### src/rtl/asd_pkg.sv
package asd_pkg;

    // One-hot bit positions of the target select
    typedef enum logic [2:0] {
        T_MAIN   = 3'd0,
        T_AUX    = 3'd1,
        T_IO     = 3'd2,
        T_PERIPH = 3'd3,
        T_UPRAM  = 3'd4,
        T_ROM    = 3'd5
    } tgt_e;

    localparam int NUM_TGT = 6;

    // Address regions seen by the steering logic
    typedef enum logic [2:0] {
        RG_ZP,      // zero page and stack
        RG_TEXT,    // text display window
        RG_HGR,     // hi-res display window
        RG_LOW,     // remaining general RAM
        RG_IO,      // I/O page
        RG_SLOT,    // peripheral ROM window
        RG_UPD,     // upper area, switchable 4 KB part
        RG_UPEF     // upper area, fixed 8 KB part
    } region_e;

    localparam logic [15:0] ZP_END    = 16'h01FF;
    localparam logic [15:0] TEXT_BEG  = 16'h0400;
    localparam logic [15:0] TEXT_END  = 16'h07FF;
    localparam logic [15:0] HGR_BEG   = 16'h2000;
    localparam logic [15:0] HGR_END   = 16'h3FFF;
    localparam logic [15:0] RAM_END   = 16'hBFFF;
    localparam logic [15:0] IO_END    = 16'hC0FF;
    localparam logic [15:0] SLOT_END  = 16'hCFFF;
    localparam logic [15:0] UPD_END   = 16'hDFFF;

    localparam logic [7:0]  OPEN_BUS_BYTE = 8'hF4;

endpackage

### src/rtl/asd_region_dec.sv
module asd_region_dec
    import asd_pkg::*;
(
    input  logic [15:0] addr,
    output region_e     region
);

    always_comb begin
        if (addr <= ZP_END)
            region = RG_ZP;
        else if (addr >= TEXT_BEG && addr <= TEXT_END)
            region = RG_TEXT;
        else if (addr >= HGR_BEG && addr <= HGR_END)
            region = RG_HGR;
        else if (addr <= RAM_END)
            region = RG_LOW;
        else if (addr <= IO_END)
            region = RG_IO;
        else if (addr <= SLOT_END)
            region = RG_SLOT;
        else if (addr <= UPD_END)
            region = RG_UPD;
        else
            region = RG_UPEF;
    end

endmodule

### src/rtl/asd_low_steer.sv
module asd_low_steer
    import asd_pkg::*;
(
    input  region_e region,
    input  logic    is_wr,
    input  logic    sw_zp_aux,
    input  logic    sw_st80,
    input  logic    sw_page2,
    input  logic    sw_hires,
    input  logic    sw_aux_rd,
    input  logic    sw_aux_wr,
    output logic    want_aux
);

    logic dir_aux;

    assign dir_aux = is_wr ? sw_aux_wr : sw_aux_rd;

    always_comb begin
        unique case (region)
            RG_ZP:   want_aux = sw_zp_aux;
            RG_TEXT: want_aux = sw_st80 ? sw_page2 : dir_aux;
            RG_HGR:  want_aux = (sw_st80 && sw_hires) ? sw_page2 : dir_aux;
            RG_LOW:  want_aux = dir_aux;
            default: want_aux = 1'b0;
        endcase
    end

endmodule

### src/rtl/asd_upper_bank.sv
module asd_upper_bank #(
    parameter int UP_BLOCKS = 6,
    parameter int REQ_W     = 3,
    parameter int BLK_W     = 3
) (
    input  logic [REQ_W-1:0] blk_req,
    input  logic             force_one,
    output logic [BLK_W-1:0] blk
);

    localparam logic [BLK_W-1:0] FORCED = BLK_W'(1 % UP_BLOCKS);

    logic [BLK_W-1:0] reduced;

    generate
        if ((UP_BLOCKS & (UP_BLOCKS - 1)) == 0 && BLK_W <= REQ_W) begin : g_pow2
            assign reduced = blk_req[BLK_W-1:0];
        end else begin : g_mod
            assign reduced = BLK_W'(int'(blk_req) % UP_BLOCKS);
        end
    endgenerate

    assign blk = force_one ? FORCED : reduced;

endmodule

### src/rtl/addr_space_decoder.sv
module addr_space_decoder
    import asd_pkg::*;
#(
    parameter  int UP_BLOCKS = 6,
    parameter  int ROM_PAGES = 4,
    parameter  int REQ_W     = 3,
    localparam int BLK_W     = (UP_BLOCKS > 1) ? $clog2(UP_BLOCKS) : 1,
    localparam int PG_W      = (ROM_PAGES > 1) ? $clog2(ROM_PAGES) : 1,
    localparam int BANK_W    = (BLK_W > PG_W) ? BLK_W : PG_W
) (
    input  logic [15:0]          cpu_addr,
    input  logic                 cpu_wr,
    input  logic                 sw_zp_aux,
    input  logic                 sw_st80,
    input  logic                 sw_page2,
    input  logic                 sw_hires,
    input  logic                 sw_aux_rd,
    input  logic                 sw_aux_wr,
    input  logic                 sw_up_rd,
    input  logic                 sw_up_wr,
    input  logic                 sw_up_alt,
    input  logic [REQ_W-1:0]     up_blk_req,
    input  logic [PG_W-1:0]      rom_page,
    input  logic                 aux_fitted,
    input  logic                 upram_fitted,
    input  logic [ROM_PAGES-1:0] rom_fitted,
    output logic [NUM_TGT-1:0]   tgt_sel,
    output logic [BANK_W-1:0]    bank_idx,
    output logic                 upd_alt,
    output logic                 open_bus,
    output logic [7:0]           bus_fill,
    output logic                 wr_drop
);

    region_e          region;
    logic             want_aux;
    logic [BLK_W-1:0] blk;
    logic             rom_ok;
    logic             up_on;
    tgt_e             tgt;
    logic             present;
    logic [BANK_W-1:0] bank_raw;
    logic             alt_raw;

    asd_region_dec u_region (
        .addr   (cpu_addr),
        .region (region)
    );

    asd_low_steer u_steer (
        .region    (region),
        .is_wr     (cpu_wr),
        .sw_zp_aux (sw_zp_aux),
        .sw_st80   (sw_st80),
        .sw_page2  (sw_page2),
        .sw_hires  (sw_hires),
        .sw_aux_rd (sw_aux_rd),
        .sw_aux_wr (sw_aux_wr),
        .want_aux  (want_aux)
    );

    asd_upper_bank #(
        .UP_BLOCKS (UP_BLOCKS),
        .REQ_W     (REQ_W),
        .BLK_W     (BLK_W)
    ) u_bank (
        .blk_req   (up_blk_req),
        .force_one (sw_zp_aux),
        .blk       (blk)
    );

    // Presence of the selected ROM page
    always_comb begin
        rom_ok = 1'b0;
        for (int p = 0; p < ROM_PAGES; p++) begin
            if (rom_page == PG_W'(p))
                rom_ok = rom_ok | rom_fitted[p];
        end
    end

    assign up_on = cpu_wr ? sw_up_wr : sw_up_rd;

    // Target choice before the presence filter
    always_comb begin
        tgt      = T_MAIN;
        present  = 1'b1;
        bank_raw = '0;
        alt_raw  = 1'b0;
        unique case (region)
            RG_ZP, RG_TEXT, RG_HGR, RG_LOW: begin
                if (want_aux) begin
                    tgt     = T_AUX;
                    present = aux_fitted;
                end
            end
            RG_IO:   tgt = T_IO;
            RG_SLOT: tgt = T_PERIPH;
            RG_UPD, RG_UPEF: begin
                if (up_on) begin
                    tgt      = T_UPRAM;
                    present  = upram_fitted;
                    bank_raw = BANK_W'(blk);
                    alt_raw  = (region == RG_UPD) && sw_up_alt;
                end else begin
                    tgt      = T_ROM;
                    present  = rom_ok;
                    bank_raw = BANK_W'(rom_page);
                end
            end
            default: tgt = T_MAIN;
        endcase
    end

    // Presence filter and bus-level results
    always_comb begin
        tgt_sel  = present ? (NUM_TGT'(1) << tgt) : '0;
        bank_idx = present ? bank_raw : '0;
        upd_alt  = present && alt_raw;
        open_bus = !present && !cpu_wr;
        bus_fill = open_bus ? OPEN_BUS_BYTE : 8'h00;
        wr_drop  = cpu_wr && (!present || tgt == T_ROM);
    end

endmodule

### config.mk
export PLATFORM = sky130hd
export DESIGN_NAME = addr_space_decoder
export DESIGN_NICKNAME = d
export VERILOG_FILES = /design/src/rtl/asd_pkg.sv /design/src/rtl/asd_region_dec.sv /design/src/rtl/asd_low_steer.sv /design/src/rtl/asd_upper_bank.sv /design/src/rtl/addr_space_decoder.sv
export SDC_FILE = /design/constraint.sdc
export NUM_CORES = 1
export LEC_CHECK = 0
export CAP_MARGIN = 20
export CORE_MARGIN = 2
export CORE_UTILIZATION = 30
export DETAILED_ROUTE_END_ITERATION = 10
export DONT_BUFFER_PORTS = 1
export PLACE_DENSITY_LB_ADDON = 0.05
export SLEW_MARGIN = 20
export SYNTH_ARGS = -nofsm -noshare
export SYNTH_HDL_FRONTEND = slang
export SYNTH_SLANG_ARGS = --single-unit
### constraint.sdc
create_clock -name vclk -period 8.2
set_input_delay 1.64 -clock vclk [all_inputs]
set_output_delay 1.64 -clock vclk [all_outputs]
set_load 0.02 [all_outputs]
==> metrics list <==
- Number of setup violations in the final report: 0
* Most common cell after layout, fill and taps aside: sky130_fd_sc_hd__nor2_1
- FMAX: 198 MHz
- For this run, design rule violations remaining after detail routing come to 0.
- Startpoint kind of the worst setup timing path: primary input
- Sum of overflow across all layers after global routing: 0
- Detailed Routing Iterations Pass 1: 4
- Number of antenna repair diodes: 0
- Setup repair after global routing missed its margin: false
- For the pin with the worst max-slew slack, the measured transition is 907 ps.
- The floorplan step set the die height to 42.6 um.
- Outcome: completed
* Clock buffer cells: 0
- Critical Path Fanout Max: 8
- Distinct cells, synth: 31
* Number of endpoints with negative hold slack in the final report: 0
- Along the worst hold path, the cell count comes to 1.
* Global-route total usage across every layer: 11.4%
* Total leakage power: 0.168 nW
- Initial antenna violation count: 0
- Max Slew Vio Count: 0
* Effective utilization at floorplan: 33.1%
- Sequence of cells on the critical path: nor2_1 > a31o_2 > nand2_1 > o311ai_2 > a31o_2
* Crit path required time: 6560 ps
* DRT Wirelength: 1.11 mm
- From synthesis to final layout, the design area changed by -7.56%.
- The tightest min-delay check is of the in2out type.
- Final layout net count: 97
* Number of buffers inserted by hold repair at cts: 0
- The worst hold path begins at cpu_addr[14].
- The share of the Yosys chip area taken by registers is 0%.
- Registers take 0 um2.
* Cell Area, Placed: 413 um2
- Sum of negative setup slack: 0 ps
- In this run the core area contains 13 standard-cell rows.
- Hold timing on the final database bottoms out at a slack of 3420 ps.
- In this design, the stage delay of the slowest critical-path cell is 670 ps.
* Count of mapped cells out of synthesis: 64
- Die area: 1810 um2
- Port buffering added 0 buffers.
* Yosys synthesis warning count: 0
* Wire length per cell after detailed routing: 15.2 um
- Average vias per placed instance: 6.23
- Summed over all nets, the half-perimeter wirelength after detailed placement is 952 um.
- VDD sags by at most 21.2 uV.
* Slew HR: 39.0%
* Share of final-layout standard cells stronger than drive strength 1: 19.0%
- Element type at the critical path end: output pin
- Area inside the core boundary: 1350 um2
* Time the worst path needs with I/O delays and setup: 5060 ps
- The mapped netlist covers 447 um2.
- End point of the worst hold path: tgt_sel[0]
- Total power consumption of the routed design: 0.0217 mW
- Seq cells: 0
- Post-CTS timing repair inserted 0 buffers for setup.
* Total via count in the routed design: 455
* Worst path bufs/invs: 0
* Placer congestion estimate: 0.730
- Cell mode on critical path: sky130_fd_sc_hd__a31o_2
- Count of filler cells inserted in the layout: 166
- Total non-filler cell area in the finished layout: 413 um2
* Post-route antenna net violation count: 0
- Number of DRC markers in iteration 0: 11
- Family with the most delay on the worst path: compound AO/OA/AOI/OAI gates
- Footprint of the multi-input gates: 379 um2
- Number of gates resized after cts: 0
* Total power per unit cell area: 52.5 nW/um2
- A synthesized cell averages 6.98 um2.
* Max capacitance violation total: 0
* Critical path type: in2out
- The top cell types in the final layout, fill and taps aside, are sky130_fd_sc_hd__nor2_1, sky130_fd_sc_hd__nand2_1, sky130_fd_sc_hd__inv_1.
- From left edge to right edge, the die measures 42.6 um.
* Via count of the first global-routing pass: 418
* Number of ports placed on the die boundary: 57
- Among all stages on the critical path, the largest delay is contributed by sky130_fd_sc_hd__a31o_2.
- Wire length of the first global-routing pass: 1.73 mm
- Data arrives at the worst endpoint at 3420 ps.
* Final period utilization: 61.7%
- Entering global routing, the biggest net connects 9 pins.
[cell type report]
type               count  area share [%]
inverters              4            3.64
multi-input cells     54            91.8
well taps             15            4.55
[layer usage]
layer	vias to the layer above	wire length, um	global-route usage, %	part of all wire [%]
met1	207	509	15.8	46
met3	0	104	0.862	9.4
li1	224	-	-	-
met5	-	0	0	0
met2	24	498	20.3	45
met4	0	0	0	0
[worst max path at each step]
stage,from,endpoint,slack [ps],cells past startpoint
finish,cpu_addr[13],bus_fill[2],3140,5
detailed placement,cpu_addr[13],bus_fill[2],3120,5
floorplan,cpu_addr[9],bus_fill[2],3240,6
global route,cpu_addr[13],bus_fill[7],2970,5
CTS,cpu_addr[13],bus_fill[2],3110,5
global placement,cpu_addr[13],bus_fill[2],3090,5
[kinds of logic (layout without fill, tap and decap cells)]
| kind of cell | Yosys count | in the layout | share of synthesized area (%) |
|---|---|---|---|
| simple gates | 32 | 32 | 40.3 |
| compound gates | 15 | 15 | 30.0 |
| buf+inv | 12 | 4 | 16.8 |
| mux | 4 | 4 | 12.0 |
| other cells | 1 | 3 | 0.840 |
[cells in the mapped netlist, drive strengths merged (2+ instances only)]
master / count / share of area [%]
a311oi: 2 / 3.9
and3: 3 / 4.2
nand2: 7 / 5.9
buf: 8 / 13
inv: 4 / 3.4
nor4: 2 / 2.8
nor3: 2 / 2.2
o21ai: 2 / 2.2
a21oi: 2 / 2.2
mux2i: 2 / 4.5
nor2: 9 / 7.6
a31o: 2 / 3.9
[where the power goes]
group          switching (mW)  internal (mW)  total [mW]
Sequential                  0              0           0
Combinational          0.0146        0.00705      0.0217
Clock                       0              0           0
Total                  0.0146        0.00705      0.0217
[through the flow]
step,cells,utilization [%],worst slack (ps)
after floorplan,66,-,3240
after global placement,73,30.6,3090
after detailed placement,73,30.6,3120
after CTS,73,30.6,3110
after global routing,73,30.6,2970
final,73,30.6,3140
Note: power is estimated with default switching activity, not from simulation.
